## config.mk

```make
export PLATFORM = sky130hd
export DESIGN_NAME = mqbuf
export DESIGN_NICKNAME = d
export VERILOG_FILES = /design/src/rtl/mqbuf.sv
export SDC_FILE = /design/constraint.sdc
export NUM_CORES = 2
export LEC_CHECK = 0
export ABC_AREA = 1
export ABC_CLOCK_PERIOD_IN_PS = 9000
export CAP_MARGIN = 20
export CELL_PAD_IN_SITES_DETAIL_PLACEMENT = 1
export CELL_PAD_IN_SITES_GLOBAL_PLACEMENT = 2
export CORE_UTILIZATION = 45
export DETAILED_ROUTE_END_ITERATION = 10
export DONT_BUFFER_PORTS = 1
export HOLD_SLACK_MARGIN = 0.1
export PLACE_DENSITY_LB_ADDON = 0.1
export SKIP_CTS_REPAIR_TIMING = 1
export SYNTH_ARGS = -nofsm -noshare
export SYNTH_HDL_FRONTEND = slang
export SYNTH_SLANG_ARGS = --single-unit
```

## constraint.sdc

```tcl
create_clock -name clk -period 9 [get_ports clk]
set_input_delay 1.35 -clock clk [delete_from_list [all_inputs] [get_ports clk]]
set_output_delay 1.35 -clock clk [all_outputs]
set_load 0.05 [all_outputs]
```

## src/rtl/mqbuf.sv

```systemverilog
module mqbuf #(
  parameter int NQ    = 4,
  parameter int DEPTH = 64,
  parameter int DW    = 32,
  parameter int MINW  = 4
) (
  input  logic            clk,
  input  logic            rst_n,
  input  logic            cmd_valid,
  input  logic [1:0]      cmd_op,
  input  logic [1:0]      cmd_q,
  input  logic [DW-1:0]   bus_in,
  output logic            cmd_ack,
  output logic            rdy,
  output logic            err,
  output logic [1:0]      err_code,
  output logic [DW-1:0]   bus_out,
  output logic [NQ-1:0]   q_full,
  output logic [NQ-1:0]   q_empty
);
  localparam int AW = $clog2(DEPTH);
  localparam int LW = $clog2(DEPTH + 1);
  localparam int WW = $clog2(DW + 1);
  localparam logic [1:0] OP_CFG = 2'd0, OP_PUSH = 2'd1, OP_POP = 2'd2, OP_CLR = 2'd3;

  typedef enum logic [1:0] {S_IDLE, S_ACK, S_DONE} st_t;
  st_t state;

  logic [1:0]    op_l, q_l, code_r;
  logic [DW-1:0] dat_l, out_r;
  logic [LW-1:0] len [NQ];
  logic [WW-1:0] wid [NQ];
  logic [AW-1:0] rp  [NQ];
  logic [AW-1:0] wp  [NQ];
  logic [LW-1:0] cnt [NQ];
  logic [DW-1:0] mem [DEPTH];
  logic [LW-1:0] base [NQ];
  logic [17:0]   tot;

  wire [15:0]   new_len = dat_l[15:0];
  wire [5:0]    new_w   = dat_l[21:16];
  wire          cfg_ok  = new_w >= 6'(MINW) && new_w <= 6'(DW) && tot <= 18'(DEPTH);
  wire          exec    = state == S_ACK && !cmd_valid;
  wire [LW-1:0] lq      = len[q_l];
  wire [LW-1:0] cq      = cnt[q_l];
  wire          full_q  = cq == lq;
  wire          empty_q = cq == '0;
  wire [AW-1:0] waddr   = AW'(base[q_l] + LW'(wp[q_l]));
  wire [AW-1:0] raddr   = AW'(base[q_l] + LW'(rp[q_l]));
  wire [DW-1:0] mask_q  = (wid[q_l] >= WW'(DW)) ? '1 : ((DW'(1) << wid[q_l]) - DW'(1));

  always_comb begin
    base[0] = '0;
    for (int i = 1; i < NQ; i++) base[i] = base[i-1] + len[i-1];
    tot = 18'(new_len);
    for (int i = 0; i < NQ; i++)
      if (i != int'(q_l)) tot = tot + 18'(len[i]);
  end

  function automatic logic [AW-1:0] bump(input logic [AW-1:0] p, input logic [LW-1:0] l);
    logic [LW-1:0] n;
    n = LW'(p) + LW'(1);
    return (n == l) ? '0 : AW'(n);
  endfunction

  always_ff @(posedge clk)
    if (exec && op_l == OP_PUSH && !full_q) mem[waddr] <= dat_l & mask_q;

  always_ff @(posedge clk or negedge rst_n) begin
    if (!rst_n) begin
      state  <= S_IDLE;
      op_l   <= '0;
      q_l    <= '0;
      dat_l  <= '0;
      code_r <= '0;
      out_r  <= '0;
      for (int i = 0; i < NQ; i++) begin
        len[i] <= '0; wid[i] <= '0; rp[i] <= '0; wp[i] <= '0; cnt[i] <= '0;
      end
    end else begin
      case (state)
        S_IDLE: if (cmd_valid) begin
          op_l  <= cmd_op;
          q_l   <= cmd_q;
          dat_l <= bus_in;
          state <= S_ACK;
        end
        S_ACK: if (!cmd_valid) begin
          state <= S_DONE;
          code_r <= 2'd0;
          case (op_l)
            OP_CFG: if (cfg_ok) begin
              len[q_l] <= LW'(new_len);
              wid[q_l] <= WW'(new_w);
              for (int i = 0; i < NQ; i++) begin
                rp[i] <= '0; wp[i] <= '0; cnt[i] <= '0;
              end
            end else code_r <= 2'd3;
            OP_PUSH: if (full_q) code_r <= 2'd1;
            else begin
              wp[q_l]  <= bump(wp[q_l], lq);
              cnt[q_l] <= cq + LW'(1);
            end
            OP_POP: if (empty_q) code_r <= 2'd2;
            else begin
              out_r    <= mem[raddr] & mask_q;
              rp[q_l]  <= bump(rp[q_l], lq);
              cnt[q_l] <= cq - LW'(1);
            end
            default: for (int i = 0; i < NQ; i++) begin
              rp[i] <= '0; wp[i] <= '0; cnt[i] <= '0;
            end
          endcase
        end
        default: state <= S_IDLE;
      endcase
    end
  end

  assign cmd_ack  = state == S_ACK;
  assign rdy      = state == S_DONE;
  assign err_code = code_r;
  assign err      = rdy && code_r != 2'd0;
  assign bus_out  = out_r;

  for (genvar g = 0; g < NQ; g++) begin : g_flags
    assign q_full[g]  = cnt[g] == len[g];
    assign q_empty[g] = cnt[g] == '0;
    a_r6_cnt_bound: assert property (@(posedge clk) disable iff (!rst_n) cnt[g] <= len[g]);
  end

  a_r1_ack_rdy_excl: assert property (@(posedge clk) disable iff (!rst_n) !(cmd_ack && rdy));
  a_r1_rdy_after_release: assert property (@(posedge clk) disable iff (!rst_n)
    (cmd_ack && !cmd_valid) |=> rdy);
  a_r1_rdy_single: assert property (@(posedge clk) disable iff (!rst_n) rdy |=> !rdy);
  a_r7_no_overflow: assert property (@(posedge clk) disable iff (!rst_n)
    (rdy && err_code == 2'd1) |-> cnt[q_l] == $past(cnt[q_l]));
  a_r8_out_held: assert property (@(posedge clk) disable iff (!rst_n)
    (rdy && err_code == 2'd2) |-> $stable(bus_out));
  a_r5_justified: assert property (@(posedge clk) disable iff (!rst_n)
    (rdy && op_l == OP_POP && err_code == 2'd0) |-> (bus_out & ~mask_q) == '0);
  a_r9_clear_empties: assert property (@(posedge clk) disable iff (!rst_n)
    (rdy && op_l == OP_CLR) |-> &q_empty);
endmodule

```

==> results by group <==
Route
  • Pre-antenna DRT Iters: 7
  • Routed met3 length: roughly 21 mm
  • Number of DRC markers in iteration 0: approximately 6700
  • Antenna Nets Post-Route: 0
  • Met1 Wirelength: 140 mm
  • Routed WL per cell: approximately 31 microns
  • Vias: ~66000
  • Top layer in use: met5
  • # DRC: 0
  • WL final: 330 mm
  • Met2 wire length: between 150 and 200 mm
  • Avg Vias per Cell: between 6 and 7

Final layout
  • Layout net count: about 7700
  • Share of layout cells above drive strength 1: 0.0999
  • Final core occ: 0.511
  • Layout area overhead: 12.5%

Clocking
  • Clock tree buffer depth: 3
  • CTS Root Cell: clkbuf_16
  • Clock transition at the registers of the reported paths: around 0.06 ns
  • CTS Sinks: between 2000 and 2500
  • Num CTS Buffers: between 200 and 250
  • CTS H-tree lvls: 4
  • Clock Latency Late Sink: ~0.93 ns
  • TritonCTS clock tree: built

Power and ir drop
  • Max rail drop VDD: around 0.00027 V
  • LEAKAGE: between 30 and 40 nW
  • P per Cell Area: approximately 280 nW/um^2

Logic synthesis
  • Cell area after synthesis: roughly 94000 sq um
  • Avg Inst Size Synth: 12.3 sq um
  • Synth area leaders: edfxtp_1 65%, o21ai_0 5.8%, dfrtp_1 5.3%
  • Yosys warnings: 0
  • Area leader, netlist: edfxtp_1
  • EDFF count, synth: between 2000 and 2500
  • Flops & latches, synth: about 2200
  • Post-synthesis sequential area ratio: 0.706
  • Yosys cell types: 67
  • Top cell type's share of synthesized area: 0.653
  • Main synth FF type: edfxtp_1
  • Most instantiated library cell after synthesis: edfxtp_1
  • List of most frequent post-synthesis cells: 2048 x edfxtp_1, 1274 x nor2_1, 1085 x o21ai_0
  • Cells after synthesis: between 7000 and 8000
  • Ys async rst share: 0.0890
  • Post-Syn Nets: 7778

Setup path
  • Data arrival time of the worst path: 8.46 ns
  • Critical path class: register to register
  • Worst-path maximum fanout: 56
  • CP endpoint kind: register
  • Slowest stage delay, CP: 0.61 ns
  • Critical path's most frequent cell: nand2_1
  • Slowest-stage cell, CP: nand3_4
  • CP required: between 9 and 10 ns
  • Worst setup SP type: register

Floorplan
  • Initial core utilization: 0.454
  • Die Y: ~460 microns
  • Placeable Area: a little over 200000 sq um
  • Die Width: 459 microns
  • # IOs: 84
  • Die area: 211000 sq um
  • Cell Rows: roughly 170

Worst hold path
  • Min-delay worst type: primary input to asynchronous set/reset pin

Job
  • MaxCap Viol Count: 0

STA
  • Final setup fails: 0
  • Fmax: about 130 MHz
  • Min Hold Slack: between 0.15 and 0.2 ns
  • Fin crit period: ~7.7 ns
  • RSZ-0062 raised after global routing: no
  • Sum of negative setup slack: 0 ns
  • Max-Slew Margin vs Limit: 0.193
  • Tcrit/Tclk final: 0.855
  • Slew Limit Fails: 0
  • Worst Tran Pin Value: 1.21 ns
  • Final hold viol count: 0
  • Setup Skew: between 0.08 and 0.09 ns

GRT
  • Vias in the first global route: 66600
  • Largest net degree at the start of global routing: around 200
  • Initial antenna violation count: 25
  • Overflow after GRT: 0
  • Tot GR Track Use: 0.311
  • First-pass GRT wire length: roughly 480 mm

Placed design
  • Routability Congestion: between 0.8 and 0.9
  • Number of buffers added on ports: 0
  • Post-DP HPWL: between 150 and 200 mm

Status
  • Status: finished clean
[sequential cells by signal, indices dropped and copies added (netlist names)]
signal,cells
wp,24
dat_l,32
state,2
len,28
q_l,2
cnt,28
mem,2048
wid,24
op_l,2
bus_out,32
rp,24
err_code,2
[layer usage]
metal | global-route usage | vias to the layer above
met5 | 0 | -
met2 | 0.503 | 2356
met4 | 0.114 | 4
li1 | - | 28500
met3 | 0.0428 | 532
met1 | 0.430 | 34400
[layout make-up]
class,instances,area [sq um]
Tap cell,2788,3490
Multi-Input combinational cell,4690,25500
Inverter,231,898
Sequential cell,2248,66500
Clock buffer,277,6070
Timing Repair Buffer,218,2110
Antenna cell,11,27.5
Clock inverter,156,1300
Fill cell,20800,102000
[metrics by stage]
stage          cell area, sq um  setup slack (ns)  power, mW  std cells
2_1_floorplan             94200              2.62       17.2       7674
3_3_place_gp              98300              1.40       20.6      10200
3_5_place_dp              98500              1.28       20.8      10200
4_1_cts                  106000              1.27       30.1      10600
5_1_grt                  106000             0.593       31.1      10600
6_report                 106000              1.30       30.1      10600
[critical path: cells and delay by family (launching register included)]
family / cells / cell delay, ns
adders and majority gates: 4 / 1.41
buffers and inverters: 2 / 0.47
and+or+nand+nor: 24 / 3.52
DFF: 1 / 0.58
AOI/OAI and AO/OA: 7 / 1.54
[cell families (layout without fill, tap and decap cells)]
logic type               count (synthesis)  in the layout  synth area share
AND/OR/NAND/NOR                       2440           2440             0.107
AO/OA/AOI/OAI                         2100           2100             0.138
XOR/XNOR                                76             76           0.00707
flip-flops                            2248           2248             0.706
other                                    0             11                 0
buffers and inverters                  736            882            0.0308
multiplexers                             9              9           0.00108
adder cells (fa/ha/maj)                 65             65           0.00927
[worst paths after layout]
path,endpoint,cells after the start,slack (ns),start
min in group clk,state[0]$_DFFE_PN0P_,1,0.46,state[1]$_DFFE_PN0P_
setup / recovery,cnt[25]$_DFFE_PN0P_,37,1.30,q_l[0]$_DFFE_PN0P_
hold reg to reg,state[0]$_DFFE_PN0P_,1,0.46,state[1]$_DFFE_PN0P_
max in group asynchronous,dat_l[4]$_DFFE_PN0P_,0,8.47,rst_n
hold / removal,bus_out[9]$_DFFE_PN0P_,0,0.16,rst_n
setup reg to reg,cnt[25]$_DFFE_PN0P_,37,1.30,q_l[0]$_DFFE_PN0P_
[power by group]
group          internal, mW  total [mW]  switching [mW]
registers              12.3        12.8           0.433
clock network          5.21        9.45            4.24
logic                  1.76        7.87            6.12
[cells in the final DEF (no fill, tap or decap), types with 82 or more instances in the layout]
master,count
nor2_1,1194
dfrtp_1,200
o21ai_0,1085
nand3_1,235
nor2_4,82
edfxtp_1,2048
inv_1,200
o221ai_1,498
nand2_1,703
a21oi_1,259
clkbuf_16,234
buf_4,176
(Power assumes the default switching activity.)
